File: config.mk
export PLATFORM = sky130hd
export DESIGN_NAME = gpio_window
export DESIGN_NICKNAME = d
export VERILOG_FILES = /design/src/rtl/gpio_window_pkg.sv /design/src/rtl/gpio_window_sync.sv /design/src/rtl/gpio_window_host_fsm.sv /design/src/rtl/gpio_window_port.sv /design/src/rtl/gpio_window.sv
export SDC_FILE = /design/constraint.sdc
export NUM_CORES = 1
export LEC_CHECK = 0
export BUFFER_PORTS_ARGS = -buffer_cell sky130_fd_sc_hd__buf_2
export CORE_MARGIN = 2
export CORE_UTILIZATION = 50
export DETAILED_ROUTE_END_ITERATION = 10
export PLACE_DENSITY = 0.9
export SYNTH_ARGS = -nofsm -noshare
export SYNTH_HDL_FRONTEND = slang
export SYNTH_SLANG_ARGS = --single-unit
File: constraint.sdc
create_clock -name clk -period 3.7 [get_ports clk]
set_clock_uncertainty 0.2 [all_clocks]
set_input_delay 0.74 -clock clk [delete_from_list [all_inputs] [get_ports clk]]
set_output_delay 0.74 -clock clk [all_outputs]
set_load 0.05 [all_outputs]
File: src/rtl/gpio_window_pkg.sv
package gpio_window_pkg;

    typedef enum logic [1:0] {
        S_IDLE = 2'd0,
        S_XFER = 2'd1,
        S_RESP = 2'd2
    } host_state_e;

    typedef enum logic [2:0] {
        FN_DOUT = 3'd0,
        FN_DIN  = 3'd1,
        FN_EEN  = 3'd2,
        FN_EST  = 3'd3,
        FN_NONE = 3'd4
    } reg_fn_e;

endpackage

File: src/rtl/gpio_window_sync.sv
module gpio_window_sync #(
    parameter int WIDTH  = 29,
    parameter int STAGES = 2
) (
    input  logic             clk,
    input  logic             rst_n,
    input  logic [WIDTH-1:0] d_in,
    output logic [WIDTH-1:0] d_out
);
    logic [WIDTH-1:0] chain [STAGES];

    for (genvar s = 0; s < STAGES; s++) begin : g_stage
        always_ff @(posedge clk) begin
            if (!rst_n)
                chain[s] <= '0;
            else if (s == 0)
                chain[s] <= d_in;
            else
                chain[s] <= chain[(s == 0) ? 0 : s - 1];
        end
    end

    assign d_out = chain[STAGES-1];
endmodule

File: src/rtl/gpio_window_host_fsm.sv
module gpio_window_host_fsm
    import gpio_window_pkg::*;
#(
    parameter int ADDR_W = 4,
    parameter int DATA_W = 8
) (
    input  logic              clk,
    input  logic              rst_n,
    input  logic              req,
    input  logic              we,
    input  logic [ADDR_W-1:0] addr,
    input  logic [DATA_W-1:0] wdata,
    input  logic [DATA_W-1:0] rd_mux,
    output logic [ADDR_W-1:0] addr_q,
    output logic [DATA_W-1:0] wdata_q,
    output logic              wr_stb,
    output logic [DATA_W-1:0] rdata,
    output logic              ack
);
    host_state_e state, state_nx;
    logic        we_q;

    always_comb begin
        state_nx = state;
        unique case (state)
            S_IDLE:  if (req) state_nx = S_XFER;
            S_XFER:  state_nx = S_RESP;
            S_RESP:  state_nx = S_IDLE;
            default: state_nx = S_IDLE;
        endcase
    end

    always_ff @(posedge clk) begin
        if (!rst_n)
            state <= S_IDLE;
        else
            state <= state_nx;
    end

    always_ff @(posedge clk) begin
        if (!rst_n) begin
            addr_q  <= '0;
            wdata_q <= '0;
            we_q    <= 1'b0;
            rdata   <= '0;
        end else begin
            if (state == S_IDLE && req) begin
                addr_q  <= addr;
                wdata_q <= wdata;
                we_q    <= we;
            end
            if (state == S_XFER)
                rdata <= we_q ? '0 : rd_mux;
        end
    end

    always_comb begin
        wr_stb = (state == S_XFER) && we_q;
        ack    = (state == S_RESP);
    end

    p_req_acked_r2: assert property (@(posedge clk) disable iff (!rst_n)
        (state == S_IDLE && req) |-> ##2 ack);
    p_ack_pulse_r2: assert property (@(posedge clk) disable iff (!rst_n)
        ack |=> !ack);
endmodule

File: src/rtl/gpio_window_port.sv
module gpio_window_port
    import gpio_window_pkg::*;
#(
    parameter int  VW        = 8,
    parameter int  DATA_W    = 8,
    parameter bit  HAS_EVENT = 1'b1
) (
    input  logic              clk,
    input  logic              rst_n,
    input  logic              wr_en,
    input  reg_fn_e           fn,
    input  logic [VW-1:0]     wdata,
    input  logic [VW-1:0]     din_sync,
    input  logic [VW-1:0]     cfg_oe,
    input  logic [VW-1:0]     cfg_pp,
    input  logic [VW-1:0]     cfg_pu,
    output logic [DATA_W-1:0] rd_val,
    output logic [VW-1:0]     pad_out,
    output logic [VW-1:0]     pad_oe,
    output logic [VW-1:0]     pad_pu,
    output logic              ev_pend
);
    logic [VW-1:0] dout_q;
    logic [VW-1:0] en_q;
    logic [VW-1:0] st_q;

    always_ff @(posedge clk) begin
        if (!rst_n)
            dout_q <= '0;
        else if (wr_en && fn == FN_DOUT)
            dout_q <= wdata;
    end

    if (HAS_EVENT) begin : g_event
        logic [VW-1:0] prev_q;
        logic [VW-1:0] rise;
        logic [VW-1:0] clr;

        always_comb begin
            rise = din_sync & ~prev_q;
            clr  = (wr_en && fn == FN_EST) ? wdata : '0;
        end

        always_ff @(posedge clk) begin
            if (!rst_n) begin
                prev_q <= '0;
                en_q   <= '0;
                st_q   <= '0;
            end else begin
                prev_q <= din_sync;
                if (wr_en && fn == FN_EEN)
                    en_q <= wdata;
                st_q <= (st_q & ~clr) | (rise & en_q);
            end
        end

        assign ev_pend = |(st_q & en_q);

        p_status_needs_enable_r9: assert property (@(posedge clk) disable iff (!rst_n)
            1'b1 |=> ((st_q & ~$past(st_q) & ~$past(en_q)) == '0));
    end else begin : g_no_event
        assign en_q    = '0;
        assign st_q    = '0;
        assign ev_pend = 1'b0;
    end

    always_comb begin
        unique case (fn)
            FN_DOUT: rd_val = DATA_W'(dout_q);
            FN_DIN:  rd_val = DATA_W'(din_sync);
            FN_EEN:  rd_val = DATA_W'(en_q);
            FN_EST:  rd_val = DATA_W'(st_q);
            default: rd_val = '0;
        endcase
    end

    for (genvar b = 0; b < VW; b++) begin : g_pad
        always_comb begin
            if (cfg_pp[b]) begin
                pad_out[b] = dout_q[b];
                pad_oe[b]  = cfg_oe[b];
            end else begin
                pad_out[b] = 1'b0;
                pad_oe[b]  = cfg_oe[b] & ~dout_q[b];
            end
            pad_pu[b] = cfg_pu[b];
        end
    end

    p_od_low_r6: assert property (@(posedge clk) disable iff (!rst_n)
        ((~cfg_pp) & pad_out) == '0);
endmodule

File: src/rtl/gpio_window.sv
module gpio_window
    import gpio_window_pkg::*;
#(
    parameter int NUM_PINS     = 29,
    parameter int NUM_EV_PORTS = 2,
    parameter int ADDR_W       = 4,
    parameter int SYNC_STAGES  = 2
) (
    input  logic                clk,
    input  logic                rst_n,
    input  logic                bus_req,
    input  logic                bus_we,
    input  logic [ADDR_W-1:0]   bus_addr,
    input  logic [7:0]          bus_wdata,
    output logic [7:0]          bus_rdata,
    output logic                bus_ack,
    input  logic [NUM_PINS-1:0] pad_in,
    input  logic [NUM_PINS-1:0] cfg_oe,
    input  logic [NUM_PINS-1:0] cfg_pp,
    input  logic [NUM_PINS-1:0] cfg_pu,
    output logic [NUM_PINS-1:0] pad_out,
    output logic [NUM_PINS-1:0] pad_oe,
    output logic [NUM_PINS-1:0] pad_pu,
    output logic                event_irq
);
    localparam int PORT_W    = 8;
    localparam int NUM_PORTS = (NUM_PINS + PORT_W - 1) / PORT_W;
    localparam int PSEL_W    = (NUM_PORTS > 1) ? $clog2(NUM_PORTS) : 1;
    localparam int EV_SPAN   = 4 * NUM_EV_PORTS;
    localparam int MAP_END   = EV_SPAN + 2 * (NUM_PORTS - NUM_EV_PORTS);

    logic [ADDR_W-1:0]   addr_q;
    logic [7:0]          wdata_q;
    logic                wr_stb;
    logic [7:0]          rd_mux;
    logic [NUM_PINS-1:0] din_sync;
    logic                dec_hit;
    logic [PSEL_W-1:0]   dec_port;
    reg_fn_e             dec_fn;
    logic [7:0]          rd_val [NUM_PORTS];
    logic [NUM_PORTS-1:0] ev_pend;

    gpio_window_host_fsm #(.ADDR_W(ADDR_W), .DATA_W(8)) u_fsm (
        .clk     (clk),
        .rst_n   (rst_n),
        .req     (bus_req),
        .we      (bus_we),
        .addr    (bus_addr),
        .wdata   (bus_wdata),
        .rd_mux  (rd_mux),
        .addr_q  (addr_q),
        .wdata_q (wdata_q),
        .wr_stb  (wr_stb),
        .rdata   (bus_rdata),
        .ack     (bus_ack)
    );

    gpio_window_sync #(.WIDTH(NUM_PINS), .STAGES(SYNC_STAGES)) u_sync (
        .clk   (clk),
        .rst_n (rst_n),
        .d_in  (pad_in),
        .d_out (din_sync)
    );

    always_comb begin
        int off;
        off      = int'(addr_q);
        dec_hit  = 1'b0;
        dec_port = '0;
        dec_fn   = FN_NONE;
        if (off < EV_SPAN) begin
            dec_hit  = 1'b1;
            dec_port = PSEL_W'(off / 4);
            dec_fn   = reg_fn_e'(3'(off % 4));
        end else if (off < MAP_END) begin
            dec_hit  = 1'b1;
            dec_port = PSEL_W'(NUM_EV_PORTS + (off - EV_SPAN) / 2);
            dec_fn   = ((off % 2) == 1) ? FN_DIN : FN_DOUT;
        end
    end

    for (genvar p = 0; p < NUM_PORTS; p++) begin : g_port
        localparam int VW = (NUM_PINS - p * PORT_W >= PORT_W) ? PORT_W : NUM_PINS - p * PORT_W;
        logic wr_en;
        assign wr_en = wr_stb && dec_hit && (dec_port == PSEL_W'(p));

        gpio_window_port #(
            .VW        (VW),
            .DATA_W    (8),
            .HAS_EVENT (p < NUM_EV_PORTS)
        ) u_port (
            .clk      (clk),
            .rst_n    (rst_n),
            .wr_en    (wr_en),
            .fn       (dec_fn),
            .wdata    (wdata_q[VW-1:0]),
            .din_sync (din_sync[p*PORT_W +: VW]),
            .cfg_oe   (cfg_oe[p*PORT_W +: VW]),
            .cfg_pp   (cfg_pp[p*PORT_W +: VW]),
            .cfg_pu   (cfg_pu[p*PORT_W +: VW]),
            .rd_val   (rd_val[p]),
            .pad_out  (pad_out[p*PORT_W +: VW]),
            .pad_oe   (pad_oe[p*PORT_W +: VW]),
            .pad_pu   (pad_pu[p*PORT_W +: VW]),
            .ev_pend  (ev_pend[p])
        );
    end

    always_comb begin
        rd_mux = '0;
        for (int p = 0; p < NUM_PORTS; p++)
            if (dec_hit && dec_port == PSEL_W'(p))
                rd_mux = rd_val[p];
    end

    assign event_irq = |ev_pend;

    p_unused_zero_r12: assert property (@(posedge clk) disable iff (!rst_n)
        (bus_ack && !dec_hit) |-> (bus_rdata == 8'h00));
endmodule

==> impl_results.md <==
* Starting density of the core at 51.2%
* DRC Markers at 0
* Tot GR Track Use at 23.8%
* Max-Cap Viols at 0
* CTS sink cnt at 158
* Status: finished, final reports clean
* Placer congestion estimate at 0.884
* Fin. max-slew vios at 0
* Clock buffer depth at 2
* CTS tree: done
* Hold_sp: u_sync.chain[0][26]$_SDFF_PN0_
* Setup_tns at 0 ps
* Antenna Cells at 0
* Routed len/inst at 16.4 um
* Most frequent cells in the layout: 170 x buf_2, 157 x dfxtp_1, 108 x and2_1
* Crit start category: flip-flop
* Die height at 123 um
* DIE AREA at 15200 sq um
* Via density at 5.37
* Min-delay worst type: reg2reg
* Vias at 5815
* Commonest non-fill, non-tap cell in the layout: buf_2
* LEAKAGE at 3.60 nW
* Cts hold-fix bufs at 0
* Fin crit share at 74.4%
* I/O Pins at 229
* Post-Syn Nets at 902
* Least-Margin Pin Slew at 781 ps
* Peak supply drop at 0.475 mV
* DP Area at 7850 sq um
* Max-slew headroom at 47.9%
* Core ar. at 13900 sq um
* Compound-gate portion of the synthesized area at 15.6%
* Kind of critical path: reg2out
* Post-CTS setup repair buffer count at 0
* Synth Instances at 769
* WHS at 230 ps
* Average cell area after synthesis at 9.28 sq um
* Yosys warnings at 0
* Placed cell count at 1051
* Largest net degree at the start of global routing at 126
* H-Tree Depth at 4
* CP Max Fanout at 3
* Setup crit end kind: primary output
* Fmax at 363 MHz
* Fin nets at 1023
* Unrepaired setup endpoints after global routing: false
* Root buf cell: clkbuf_16
* Area grow syn2layout at 18.6%
* Final Hold Viols at 0
* CP Data Required Time at 2760 ps
* Vias in the first global route at 5361
* CP startpoint: g_port[1].u_port.st_q[5]$_SDFF_PN0_
* Min Tclk post-route at 2750 ps
* Async S/R FF share, synth at 0%
* R2r startpoint: u_fsm.addr_q[3]$_SDFFE_PN0P_
* Worst skew pair latency at 440 ps
* Post-cts sizing count at 0
* Post-Synth Simple-Gate Area at 22.2%
* Most used DFF post-synth: dfxtp_1
* Iteration-0 DRC Markers at 485
* Antenna Nets Post-Route at 0
* Clock-pin slew on the worst setup and hold paths at 60 ps
* Chip width at 123 um
* Layout cell share with drive strength beyond 1 at 24.1%
* Inserted Clock Buffers at 17
* Std cell rows at 43
* GR Overflow Total at 0
* Mux cell area share after synthesis at 9.70%
* First-pass GRT wire length at 27600 um
* IO Port Bufs at 170
* FF+latch count, synth at 158
* DRT Pass-1 Iters at 5
* Critical path arrival at 1810 ps
* Power density cells at 468 nW/um^2
* Drt total wl at 17800 um
* Final instance area at 8460 sq um
* Mapped Area at 7130 sq um
* Post-synthesis cell type count at 47
* Post-synthesis sequential area ratio at 44.3%
* Setup violators final at 0
* Initial antenna violation count at 0
* Post-DP HPWL at 12400 um
* Post-Synth XOR/XNOR Area at 0%
* Non-Filler Instances at 1082
* Post-synth EDFFs at 0
* Post-synthesis adder-cell area fraction at 0.175%
* Largest family of logic cells by synthesized area: simple AND/OR/NAND/NOR gates
[Yosys cell counts, types with 2 or more instances]
master	number	area (sq um)
nand2_1	54	203
and3b_1	9	78.8
o22ai_1	11	68.8
a221oi_1	4	35.0
dfxtp_1	158	3160
clkbuf_1	28	105
o2bb2ai_1	2	17.5
a22o_1	7	61.3
a21boi_0	66	495
a22oi_1	5	37.5
a21o_1	4	30.0
nor2_1	15	56.3
buf_4	34	255
nand2b_1	3	18.8
mux2i_1	68	681
nor3_4	2	32.5
a21oi_1	12	60.1
and2_1	108	676
and3_1	2	12.5
nor3_1	2	10.0
o21ai_0	30	150
buf_2	11	55.1
o211ai_1	10	75.1
a221o_1	2	20.0
nand3_1	20	100
inv_1	38	143
a31oi_1	2	12.5
nand3b_1	8	60.1
a211oi_1	3	22.5
nor2b_1	34	213
[worst paths after layout]
path / endpoint / slack [ps] / depth (start not counted)
setup / recovery: event_irq / 950 / 4
hold / removal: u_sync.chain[1][26]$_SDFF_PN0_ / 230 / 1
setup reg to reg: g_port[2].u_port.dout_q[4]$_SDFFE_PN0P_ / 1060 / 8
hold reg to reg: u_sync.chain[1][26]$_SDFF_PN0_ / 230 / 1
[state kept, by name (all words and copies together), names as in the netlist]
| signal | count |
|---|---|
| u_sync.chain | 58 |
| g_port.u_port.dout_q | 29 |
| g_port.u_port.en_q | 16 |
| g_port.u_port.g_event.prev_q | 16 |
| g_port.u_port.st_q | 16 |
| u_fsm.rdata | 8 |
| u_fsm.wdata_q | 8 |
| u_fsm.addr_q | 4 |
| u_fsm.state | 2 |
| u_fsm.we_q | 1 |
[layout make-up]
type	count	area (sq um)
Inverter	38	143
Multi-Input combinational cell	498	3400
Sequential cell	158	3160
Tap cell	180	225
Clock buffer	17	425
Fill cell	1120	5470
Timing Repair Buffer	177	916
Clock inverter	14	191
[per-stage QoR]
step	total power [W]	setup WS, ps	util, %
floorplan	0.00213	864	-
global placement	0.00215	1110	56.3
detailed placement	0.00216	1100	56.3
CTS	0.00397	969	60.7
global route	0.00408	856	60.7
finish	0.00396	948	60.7
[critical path, stage by stage (launching register included)]
cell      delay, ps
dfxtp_1         350
a22o_1          240
a221oi_1        330
nand4_1         200
buf_2           250
[layer usage]
| metal | GRT usage (%) | wire length [um] | vias to the layer above |
|---|---|---|---|
| li1 | - | - | 2816 |
| met1 | 31.0 | 7710 | 2709 |
| met2 | 37.7 | 8350 | 250 |
| met3 | 5.77 | 1250 | 40 |
| met4 | 9.87 | 467 | 0 |
| met5 | 0 | 0 | - |
[where the power goes]
group,leakage [nW],switching [W],internal [W]
clock network,0.298,0.000753,0.00108
registers,1.29,0.0000432,0.00175
logic,2.02,0.000202,0.000131
[cells by family after synthesis]
group,Yosys count
AOI/OAI and AO/OA,161
DFF,158
buffers and inverters,113
and+or+nand+nor,267
adders and majority gates,1
muxes,69
Power figures use the tool's default switching activity.
